### src/rtl/irq_bank_pkg.sv
package irq_bank_pkg;
  localparam int ADDR_W = 5;

  // decoded register access, handed from the decoder to the core
  typedef struct packed {
    logic       rd;
    logic       wr;
    logic       selStat;
    logic       selMask;
    logic       selEdge;
    logic       selCtl;
    logic       line;
    logic [2:0] byteIdx;
  } regStrobe_t;
endpackage

### src/rtl/irq_bank_decode.sv
module irq_bank_decode
  import irq_bank_pkg::*;
#(
  parameter int STAT_BYTES = 2,
  parameter int EDGE_BYTES = 3
) (
  input  logic              clk,
  input  logic              rstN,
  input  logic [ADDR_W-1:0] addr,
  input  logic              wrEn,
  input  logic              rdEn,
  output regStrobe_t        strb
);
  localparam logic [2:0] StatLim = 3'(STAT_BYTES);
  localparam logic [2:0] EdgeLim = 3'(EDGE_BYTES);

  always_comb begin
    strb = '0;
    strb.rd = rdEn;
    strb.wr = wrEn;
    unique case (addr[4:3])
      2'b00, 2'b01: begin
        strb.line    = addr[3];
        strb.byteIdx = {1'b0, addr[1:0]};
        if ({1'b0, addr[1:0]} < StatLim) begin
          strb.selStat = ~addr[2];
          strb.selMask = addr[2];
        end
      end
      2'b10: begin
        strb.byteIdx = addr[2:0];
        strb.selEdge = addr[2:0] < EdgeLim;
      end
      default: strb.selCtl = (addr[2:0] == 3'd0);
    endcase
  end


  one_region_chk: assert property (@(posedge clk) disable iff (!rstN)
    $onehot0({strb.selStat, strb.selMask, strb.selEdge, strb.selCtl}));
endmodule

### src/rtl/irq_bank_core.sv
module irq_bank_core
  import irq_bank_pkg::*;
#(
  parameter int NUM_SRC = 12
) (
  input  logic               clk,
  input  logic               rstN,
  input  logic [NUM_SRC-1:0] srcIn,
  input  regStrobe_t         strb,
  input  logic [7:0]         wrData,
  output logic [7:0]         rdData,
  output logic [1:0]         intN
);
  localparam int STAT_BYTES = (NUM_SRC + 7) / 8;
  localparam int EDGE_BYTES = (2 * NUM_SRC + 7) / 8;
  localparam int STAT_W     = STAT_BYTES * 8;
  localparam int EDGE_W     = EDGE_BYTES * 8;

  logic [NUM_SRC-1:0]   syncA, syncB, prevQ, riseEn, fallEn, evt;
  logic [NUM_SRC-1:0]   statQ [2];
  logic [NUM_SRC-1:0]   bufQ  [2];
  logic [NUM_SRC-1:0]   maskQ [2];
  logic [NUM_SRC-1:0]   statN [2];
  logic [NUM_SRC-1:0]   bufN  [2];
  logic [NUM_SRC-1:0]   clr   [2];
  logic [STAT_W-1:0]    statPad [2];
  logic [STAT_W-1:0]    maskPad [2];
  logic [STAT_W-1:0]    maskPadN [2];
  logic [STAT_W-1:0]    clrPad [2];
  logic [2*NUM_SRC-1:0] edgeQ;
  logic [EDGE_W-1:0]    edgePad, edgePadN;
  logic [1:0]           corQ, corN;
  logic [7:0]           rdMux;

  // edge pair per source: upper bit rising, lower bit falling
  for (genvar i = 0; i < NUM_SRC; i++) begin : g_pair
    assign riseEn[i] = edgeQ[2*i+1];
    assign fallEn[i] = edgeQ[2*i];
  end

  assign evt = (syncB & ~prevQ & riseEn) | (~syncB & prevQ & fallEn);

  always_comb begin
    rdMux    = '0;
    corN     = corQ;
    edgePad  = EDGE_W'(edgeQ);
    edgePadN = edgePad;
    for (int l = 0; l < 2; l++) begin
      statPad[l]  = STAT_W'(statQ[l]);
      maskPad[l]  = STAT_W'(maskQ[l]);
      maskPadN[l] = maskPad[l];
      clrPad[l]   = '0;
    end
    for (int b = 0; b < STAT_BYTES; b++) begin
      if (strb.byteIdx == 3'(b)) begin
        if (strb.selStat) begin
          if (strb.rd) rdMux = statPad[strb.line][b*8 +: 8];
          if (strb.rd && corQ[strb.line])
            clrPad[strb.line][b*8 +: 8] = statPad[strb.line][b*8 +: 8];
          if (strb.wr && !corQ[strb.line])
            clrPad[strb.line][b*8 +: 8] = wrData;
        end
        if (strb.selMask) begin
          if (strb.rd) rdMux = maskPad[strb.line][b*8 +: 8];
          if (strb.wr) maskPadN[strb.line][b*8 +: 8] = wrData;
        end
      end
    end
    for (int b = 0; b < EDGE_BYTES; b++) begin
      if (strb.selEdge && strb.byteIdx == 3'(b)) begin
        if (strb.rd) rdMux = edgePad[b*8 +: 8];
        if (strb.wr) edgePadN[b*8 +: 8] = wrData;
      end
    end
    if (strb.selCtl) begin
      if (strb.rd) rdMux = {6'b0, corQ};
      if (strb.wr) corN = wrData[1:0];
    end
    // one-deep buffering: a clear promotes the buffered event
    for (int l = 0; l < 2; l++) begin
      clr[l]   = clrPad[l][NUM_SRC-1:0] & statQ[l];
      statN[l] = (statQ[l] & ~clr[l]) | (bufQ[l] & clr[l]) | evt;
      bufN[l]  = (clr[l] & bufQ[l] & evt) | (~clr[l] & (bufQ[l] | (statQ[l] & evt)));
    end
  end

  always_ff @(posedge clk or negedge rstN) begin
    if (!rstN) begin
      syncA  <= '0;
      syncB  <= '0;
      prevQ  <= '0;
      edgeQ  <= '0;
      corQ   <= '0;
      rdData <= '0;
      for (int l = 0; l < 2; l++) begin
        statQ[l] <= '0;
        bufQ[l]  <= '0;
        maskQ[l] <= '1;
      end
    end else begin
      syncA <= srcIn;
      syncB <= syncA;
      prevQ <= syncB;
      edgeQ <= edgePadN[2*NUM_SRC-1:0];
      corQ  <= corN;
      if (strb.rd) rdData <= rdMux;
      for (int l = 0; l < 2; l++) begin
        statQ[l] <= statN[l];
        bufQ[l]  <= bufN[l];
        maskQ[l] <= maskPadN[l][NUM_SRC-1:0];
      end
    end
  end

  assign intN[0] = ~|(statQ[0] & ~maskQ[0]);
  assign intN[1] = ~|(statQ[1] & ~maskQ[1]);


  buffer_implies_status_chk: assert property (@(posedge clk) disable iff (!rstN)
    ((bufQ[0] & ~statQ[0]) == '0) && ((bufQ[1] & ~statQ[1]) == '0));

  no_spurious_status_chk: assert property (@(posedge clk) disable iff (!rstN)
    ((statQ[0] & ~$past(statQ[0]) & ~$past(evt)) == '0) &&
    ((statQ[1] & ~$past(statQ[1]) & ~$past(evt)) == '0));

  masked_line0_quiet_chk: assert property (@(posedge clk) disable iff (!rstN)
    (&maskQ[0]) |-> intN[0]);

  masked_line1_quiet_chk: assert property (@(posedge clk) disable iff (!rstN)
    (&maskQ[1]) |-> intN[1]);
endmodule

### src/rtl/dual_line_irq_bank.sv
module dual_line_irq_bank
  import irq_bank_pkg::*;
#(
  parameter int NUM_SRC = 12
) (
  input  logic               clk,
  input  logic               rstN,
  input  logic [NUM_SRC-1:0] srcIn,
  input  logic [4:0]         regAddr,
  input  logic               regWrEn,
  input  logic               regRdEn,
  input  logic [7:0]         regWrData,
  output logic [7:0]         regRdData,
  output logic [1:0]         intN
);
  localparam int STAT_BYTES = (NUM_SRC + 7) / 8;
  localparam int EDGE_BYTES = (2 * NUM_SRC + 7) / 8;

  regStrobe_t strb;

  irq_bank_decode #(.STAT_BYTES(STAT_BYTES), .EDGE_BYTES(EDGE_BYTES)) u_decode (
    .clk(clk), .rstN(rstN), .addr(regAddr), .wrEn(regWrEn), .rdEn(regRdEn), .strb(strb)
  );

  irq_bank_core #(.NUM_SRC(NUM_SRC)) u_core (
    .clk(clk), .rstN(rstN), .srcIn(srcIn), .strb(strb),
    .wrData(regWrData), .rdData(regRdData), .intN(intN)
  );
endmodule

### config.mk
export PLATFORM = sky130hd
export DESIGN_NAME = dual_line_irq_bank
export DESIGN_NICKNAME = d
export VERILOG_FILES = /design/src/rtl/irq_bank_pkg.sv /design/src/rtl/irq_bank_decode.sv /design/src/rtl/irq_bank_core.sv /design/src/rtl/dual_line_irq_bank.sv
export SDC_FILE = /design/constraint.sdc
export NUM_CORES = 1
export LEC_CHECK = 0
export BUFFER_PORTS_ARGS = -buffer_cell sky130_fd_sc_hd__buf_2
export CAP_MARGIN = 0
export CORE_AREA = 3 3 168 170
export DETAILED_ROUTE_END_ITERATION = 6
export DIE_AREA = 0 0 171 173
export MAX_ROUTING_LAYER = met4
export PLACE_DENSITY = 0.4
export SKIP_CTS_REPAIR_TIMING = 1
export SYNTH_ARGS = -nofsm -noshare
export SYNTH_HDL_FRONTEND = slang
export SYNTH_SLANG_ARGS = --single-unit
### constraint.sdc
create_clock -name clk -period 2 [get_ports clk]
set_input_delay 0.4 -clock clk [delete_from_list [all_inputs] [get_ports clk]]
set_output_delay 0.4 -clock clk [all_outputs]
set_load 0.02 [all_outputs]
* Word-level counts from Yosys, hierarchy flattened
Cells that the tools add are included.
Storage, ports and cells: register bits 142, input bits 29, output and inout bits 10, word-level logic and storage cells 130
Cells by class: magnitude comparators 5, equality and inequality tests 4, muxes and demuxes 51, bitwise gates (word level) 36, reductions and logical operators 20
Operators by type and width (number):
- $mux 32 | 12
- $and 12x12->12 | 18
- $mux 28 | 6
- $bwmux 32 | 5
- $or 12x12->12 | 9
- $mux 8 | 11
- $mux 16 | 5
- $not 12->12 | 6
- $and 32x32->32 | 1
- $demux 16 s1 | 2
- $mux 12 | 2
- $reduce_or 12->1 | 2
- $reduce_and 2->1 | 4
- $logic_and 1x1->1 | 6
- $logic_not 3->1 | 2
- $pmux 3 s2 | 1
- $mux 1 | 5
- $mux 2 | 2
- $eq 3x1->1 const B | 1
- $eq 3x2->1 const B | 1
- $logic_not 1->1 | 3
- $lt 3x2->1 const B | 1
- $reduce_or 3->1 | 1
- $eq 2x1->1 const B | 1
- other kinds (9) | 9

* Longest topological paths before layout
Gate-level depths: netlist of the first run.
word-level depth 29, depth in mapped cells 8, mapped depth without buffers 5

* Modules after synthesis
Synthesis of the first run repeated with hierarchy kept, for this count alone.
Second synthesis, totals: cell total of the unflattened synthesis 599, area total of the unflattened synthesis 6424.9 um2
Modules (own cells, without submodules):
- irq_bank_core | times used 1, cells each 587, area each 6341.1 um2, seq. area each 3583.4 um2
- irq_bank_decode | times used 1, cells each 12, area each 83.8 um2, seq. area each 0.0 um2

* Least setup slack after synthesis of the first run
Ideal clock, no wire load.
path kind register -> output, start point reg u_core.maskQ, in the netlist u_core.maskPad[22], end point out intN[0], data arrival time 1.762 ns, required time 1.600 ns, setup slack -0.162 ns, cell stages (with the launch flop) 5, path buffers 0, path through dfstp_2 inv_1 a221oi_1 or3b_2 nor3_1
Between the ends: cells in the longest elaborated chain, start to end 4
RTL lines:
- start: declaration | line irq_bank_core.sv:22 | logic [NUM_SRC-1:0] maskQ [2];
- start signal: indexed assignment | line irq_bank_core.sv:110 | maskQ[l] <= maskPadN[l][NUM_SRC-1:0];
- $not 12->12 | line irq_bank_core.sv:115 | assign intN[0] = ~|(statQ[0] & ~maskQ[0]);
- $and 12x12->12 | line irq_bank_core.sv:115
- $reduce_or 12->1 | line irq_bank_core.sv:115
- $logic_not 1->1 | line irq_bank_core.sv:115
- end: declaration | line dual_line_irq_bank.sv:14 | output logic [1:0] intN
No other way between the ends.

* Worst setup path in the final report of the first run
start point reg u_core.maskQ, in the netlist u_core.maskPad[16], end point out intN[0]
Same word-level chain as after synthesis.

==> results of run 1 <==
==> metrics by stage <==
stage	setup WS [ps]	cell area, um2
after floorplan	30.7	6680
after global placement	-241	8040
after detailed placement	-192	8040
after CTS	-653	8620
after global routing	-449	8680
final	-366	8680
==> how the worst max path moves through the flow <==
stage                              startpoint                              to  slack, ps
2_1_floorplan  u_core.maskPad[22]$_DFFE_PN1P_                         intN[0]         30
3_3_place_gp                       regAddr[0]  u_core.maskPad[25]$_DFFE_PN1P_       -240
3_5_place_dp                       regAddr[3]        u_core.bufQ[3]$_DFF_PN0_       -190
4_1_cts        u_core.maskPad[16]$_DFFE_PN1P_                         intN[0]       -650
5_1_grt        u_core.maskPad[16]$_DFFE_PN1P_                         intN[0]       -450
6_report       u_core.maskPad[16]$_DFFE_PN1P_                         intN[0]       -370
==> where the power goes <==
part	total [W]	leakage, nW	internal, W	switching [W]
sequential	0.00373	1.56	0.00338	0.000355
clock	0.00316	0.278	0.00176	0.00140
combinational	0.00147	1.88	0.000676	0.000795
==> routing by layer <==
layer / part of all wire / track usage / up-vias
li1: - / - / 2606
met1: 0.46 / 0.214 / 2816
met2: 0.48 / 0.258 / 133
met3: 0.047 / 0.0396 / 23
met4: 0.020 / 0.0426 / 0
met5: 0 / - / -
==> registers in the layout, indices dropped and copies added (netlist names) <==
register,flops
u_core.syncA,12
u_core.corQ,2
u_core.rdData,8
u_core.prevQ,12
u_core.maskPad,24
u_core.syncB,12
u_core.edgePad,24
u_core.statPad,24
u_core.bufQ,24
==> critical path: cells and delay by family (launching register included) <==
kind	cells	cell delay [ps]
compound gates	2	250
buf+inv	1	150
flops	1	560
simple gates	2	580
==> cell usage after synthesis (2+ instances only) <==
library cell / instances / share of area
a211oi_1: 5 / 0.0056
a21oi_1: 56 / 0.042
a221oi_1: 2 / 0.0026
a22oi_1: 9 / 0.010
a31oi_1: 9 / 0.0085
and2_0: 2 / 0.0019
and2_1: 4 / 0.0038
and3_1: 3 / 0.0028
buf_2: 12 / 0.0090
clkbuf_1: 8 / 0.0045
dfrtp_1: 118 / 0.44
dfstp_2: 24 / 0.095
inv_1: 42 / 0.024
mux2_2: 44 / 0.074
mux2i_1: 15 / 0.023
mux4_2: 4 / 0.014
nand2_1: 69 / 0.039
nand2b_1: 13 / 0.012
nand3_1: 11 / 0.0083
nand3b_1: 4 / 0.0045
nand4_1: 4 / 0.0038
nor2_1: 26 / 0.015
nor2b_1: 10 / 0.0094
nor3_1: 15 / 0.011
nor3_2: 2 / 0.0030
nor3b_1: 4 / 0.0045
o211ai_1: 3 / 0.0034
o21a_1: 2 / 0.0023
o21ai_0: 73 / 0.055
o21bai_1: 7 / 0.0079
o221ai_1: 2 / 0.0026
o22a_1: 2 / 0.0026
o22ai_1: 18 / 0.017
o31ai_1: 2 / 0.0023
o32ai_1: 3 / 0.0039
or3_1: 3 / 0.0028
or3b_2: 4 / 0.0053
==> cell families after synthesis <==
| logic type | synth area share |
|---|---|
| compound gates | 0.178 |
| buf+inv | 0.0400 |
| flops | 0.538 |
| mux | 0.110 |
| simple gates | 0.134 |
==> final cells by class <==
cell class / instances / area [um2]
fill: 2770 / 18200
sequential: 142 / 3580
multi-input combinational: 443 / 2870
inverter: 42 / 158
timing repair buffer: 142 / 1070
clock inverter: 14 / 149
tap: 341 / 427
clock buffer: 18 / 429
==> results_dict.tcl, run 1 <==
set metrics [dict create \
    status "complete, but fails checks" \
    failed_checks "setup timing" \
    worstSkewPairLatency_ps 430 \
    hpwl_mm 17.5 \
    hold_path_startpoint "srcIn[6]" \
    grt_pass1_wl_mm 35.5 \
    syn_nets 678 \
    slew_headroom 0.560 \
    synth_seq_area_share 0.538 \
    yosysWarningCount 0 \
    critPathMaxFanout 3 \
    crit_chain "o22ai_4, a221oi_2, or3b_4, nor3_4, buf_6" \
    die-area_um2 29600 \
    layout_min_cycle_time_ps 2370 \
    die_y_um 173 \
    grt.total_usage 0.164 \
    avgViaCountPerCell 4.88 \
    hold_depth 1 \
    ys_ff_latch 142 \
    synth_ff_type "dfrtp_1" \
    cts_root_buf "clkbuf_16" \
    setup_viol 2 \
    hold_slack_ps 69.1 \
    rrSetupSlack_ps 210 \
    synth.avg_cell_area_um2 10.3 \
    synth.distinct_cells 52 \
    area_growth_pct 30.3 \
    final_cells 1142 \
    hold_end "u_core.syncA[6]$_DFF_PN0_" \
    drv_cap 0 \
    r2r_cells 4 \
    globalRouteOverflowTotal 0 \
    layout_setup_ws_ps -366 \
    clkTransAtPathRegs_ps 70 \
    p_per_area_nw_per_um2 964 \
    n_antenna_cell 0 \
    cts_tree "yes" \
    gp_congestion 0.867 \
    slowest_delay_ps 560 \
    power.leakage_nw 3.72 \
    drt-initial-drc-count 312 \
    cp.required_ps 1600 \
    worstSetupEndpointType "primary output" \
    worstHoldPathType "input pin to register" \
    antenna_left 0 \
    num_vias 5578 \
    setup_tns_ps -609 \
    worst_slew_pin_slew_ps 653 \
    grt_pass1_vias 5853 \
    io_pins 39 \
    irDropWorstVdd_mv 0.432 \
    routed_wirelength_mm 22.8 \
    rows 60 \
    fin_crit_sh 1.18 \
    wl_per_cell_um 20.0 \
    clockBufferDepth 2 \
    nets 817 \
    layout_common_cells "dfrtp_1, buf_4, o21ai_0" \
    cts_num_sinks 142 \
    start_kind "register" \
    route.detailed.drc 0 \
    portBuffers 38 \
    antenna_found_initial 0 \
    first_pass_iters 4 \
    core_um2 26900 \
    crit_type "register to primary output" \
    drv_slew 0 \
    fmax_mhz 423 \
    numCtsBuffers 17 \
    drive_gt1_frac 0.328 \
    r2r-start "u_core.corQ[0]$_DFFE_PN0P_" \
    hold_viol_final 0 \
    initial_core_util 0.248 \
    synthArstFlopShare 1.00 \
    final_common_cell "dfrtp_1" \
    rsz0062_at_grt "yes" \
    finClkSkew_ps 10.4 \
    r2r-end "u_core.statPad[25]$_DFF_PN0_" \
    cp_slowest_cell "dfstp_2" \
    fin_util 0.323 \
    total_power_w 0.00836 \
    netlist_area_um2 6660 \
    syn-instance-count 649 \
    synth_edf_count 0 \
    htreeDepth 4 \
    die_x_um 171 \
    cp.arrival_ps 1970 \
    grt_max_degree 43 \
    post-place-cells 1109 \
]
Note: power is estimated with default switching activity, not from simulation.
==> run 2: changes to the inputs <==
--- a/config.mk
+++ b/config.mk
@@ -7,11 +7,12 @@
 export LEC_CHECK = 0
 export BUFFER_PORTS_ARGS = -buffer_cell sky130_fd_sc_hd__buf_2
 export CAP_MARGIN = 0
-export CORE_AREA = 3 3 168 170
+export CORE_AREA = 2 2 167 169
 export DETAILED_ROUTE_END_ITERATION = 6
-export DIE_AREA = 0 0 171 173
+export DIE_AREA = 0 0 169 171
 export MAX_ROUTING_LAYER = met4
 export PLACE_DENSITY = 0.4
+export REMOVE_ABC_BUFFERS = 1
 export SKIP_CTS_REPAIR_TIMING = 1
 export SYNTH_ARGS = -nofsm -noshare
 export SYNTH_HDL_FRONTEND = slang
==> run 2 against run 1 <==
Against the previous run: the run still ends with setup timing left; sequential power is essentially flat; clock skew is 1.1 ps higher; first-iteration DRC count rose by 34%; maximum frequency up 2.3%; design area up 0.81%; clock-buffer cell count is 1 higher; critical endpoint unchanged; largest power group unchanged.
==> results_dict.tcl, run 2 (synthesis gave the netlist of run 1 again) <==
set metrics [dict create \
    crit_type "register to primary output" \
    combPwrFrac 0.172 \
    cp_slowest_cell "dfstp_2" \
    hold_depth 1 \
    antenna_left 0 \
    worstSetupEndpointType "primary output" \
    critPathMaxFanout 2 \
    fin_util 0.320 \
    total_power_w 0.00858 \
    area_growth_pct 31.3 \
    io_pins 39 \
    fmax_mhz 432 \
    wl_per_cell_um 19.6 \
    p_switching_w 0.00250 \
    hold_end "u_core.syncA[3]$_DFF_PN0_" \
    core_um2 27300 \
    drive_gt1_frac 0.332 \
    power_frac_clock 0.394 \
    drv_slew 0 \
    slowest_delay_ps 540 \
    layout_min_cycle_time_ps 2310 \
    rrSetupSlack_ps 240 \
    die_x_um 169 \
    finClkSkew_ps 11.6 \
    globalRouteOverflowTotal 0 \
    setup_viol 2 \
    num_vias 5511 \
    gp_congestion 0.841 \
    status "complete, but fails checks" \
    drt-initial-drc-count 417 \
    fin_crit_sh 1.16 \
    grt.total_usage 0.168 \
    power.leakage_nw 3.79 \
    start_kind "register" \
    die-area_um2 28900 \
    grt_pass1_vias 5675 \
    portBuffers 38 \
    pwr-share-seq 0.434 \
    slew_headroom 0.505 \
    antenna_found_initial 0 \
    routed_wirelength_mm 22.6 \
    route.detailed.drc 0 \
    worstHoldPathType "input pin to register" \
    cp.arrival_ps 1910 \
    r2r-end "u_core.bufQ[16]$_DFF_PN0_" \
    cts_root_buf "clkbuf_16" \
    final_cells 1153 \
    initial_core_util 0.244 \
    hold_viol_final 0 \
    drv_cap 0 \
    n_antenna_cell 0 \
    worstSkewPairLatency_ps 430 \
    r2r-start "u_core.corQ[0]$_DFFE_PN0P_" \
    hpwl_mm 17.3 \
    worst_slew_pin_slew_ps 735 \
    grt_pass1_wl_mm 34.8 \
    irDropWorstVdd_mv 0.548 \
    cts_num_sinks 142 \
    htreeDepth 4 \
    clockBufferDepth 2 \
    hold_path_startpoint "srcIn[3]" \
    layout_setup_ws_ps -314 \
    rows 61 \
    cts_tree "yes" \
    first_pass_iters 5 \
    post-place-cells 1118 \
    p_per_area_nw_per_um2 981 \
    clkTransAtPathRegs_ps 70 \
    avgViaCountPerCell 4.78 \
    final_common_cell "dfrtp_1" \
    crit_chain "o22ai_2, a221oi_2, or3b_4, nor3_4, buf_6" \
    nets 823 \
    grt_max_degree 55 \
    die_y_um 171 \
    layout_common_cells "dfrtp_1, buf_4, o21ai_0" \
    r2r_cells 6 \
    rsz0062_at_grt "yes" \
    cp.required_ps 1600 \
    internal-power_w 0.00609 \
    numCtsBuffers 17 \
    p_sw_frac 0.291 \
    failed_checks "setup timing" \
]
[run 2: worst max-delay path by stage]
| stage | from | end | slack, ps |
|---|---|---|---|
| 6_report | u_core.maskPad[18]$_DFFE_PN1P_ | intN[0] | -310 |
| 5_1_grt | u_core.maskPad[18]$_DFFE_PN1P_ | intN[0] | -410 |
| 4_1_cts | u_core.maskPad[16]$_DFFE_PN1P_ | intN[0] | -680 |
| 3_5_place_dp | u_core.maskPad[16]$_DFFE_PN1P_ | intN[0] | -210 |
| 3_3_place_gp | u_core.maskPad[16]$_DFFE_PN1P_ | intN[0] | -240 |
| 2_1_floorplan | u_core.maskPad[22]$_DFFE_PN1P_ | intN[0] | -160 |
[run 2: routing by layer]
metal | vias up | routed length, um | GRT usage | part of all wire
li1 | 2624 | - | - | -
met5 | - | 0 | - | 0
met4 | 0 | 560 | 0.0587 | 0.025
met2 | 139 | 10400 | 0.259 | 0.46
met1 | 2724 | 10900 | 0.227 | 0.48
met3 | 24 | 839 | 0.0257 | 0.037
[run 2: stage by stage]
stage / hold WS (ps) / setup slack [ps] / TNS [ps] / area, um2
floorplan: 104 / -162 / -175 / 6550
global placement: 325 / -238 / -1300 / 8040
detailed placement: 325 / -215 / -1710 / 8040
CTS: -131 / -676 / -1200 / 8660
global route: 61.5 / -407 / -680 / 8750
finish: 73.6 / -314 / -515 / 8750
[run 2: area by class of cell]
cell class / instances / area [um2]
Clock buffer: 19 / 443
Clock inverter: 13 / 180
Fill cell: 2823 / 18600
Inverter: 42 / 158
Multi-Input combinational cell: 443 / 2860
Sequential cell: 142 / 3580
Tap cell: 346 / 433
Timing Repair Buffer: 148 / 1090
[run 2: worst max-delay path: cells and delay by family, from the launching register on]
| family | cells | cell delay (ps) |
|---|---|---|
| and+or+nand+nor | 2 | 560 |
| buffers and inverters | 1 | 140 |
| DFF | 1 | 540 |
| AOI/OAI and AO/OA | 2 | 250 |
[run 2: power by group through the flow]
stage	clock (W)	combinational, W	sequential (W)
after floorplan	0	0.000719	0.00368
after global placement	0	0.00142	0.00375
after detailed placement	0	0.00145	0.00377
after CTS	0.00346	0.00146	0.00372
after global routing	0.00359	0.00163	0.00379
final	0.00338	0.00148	0.00373
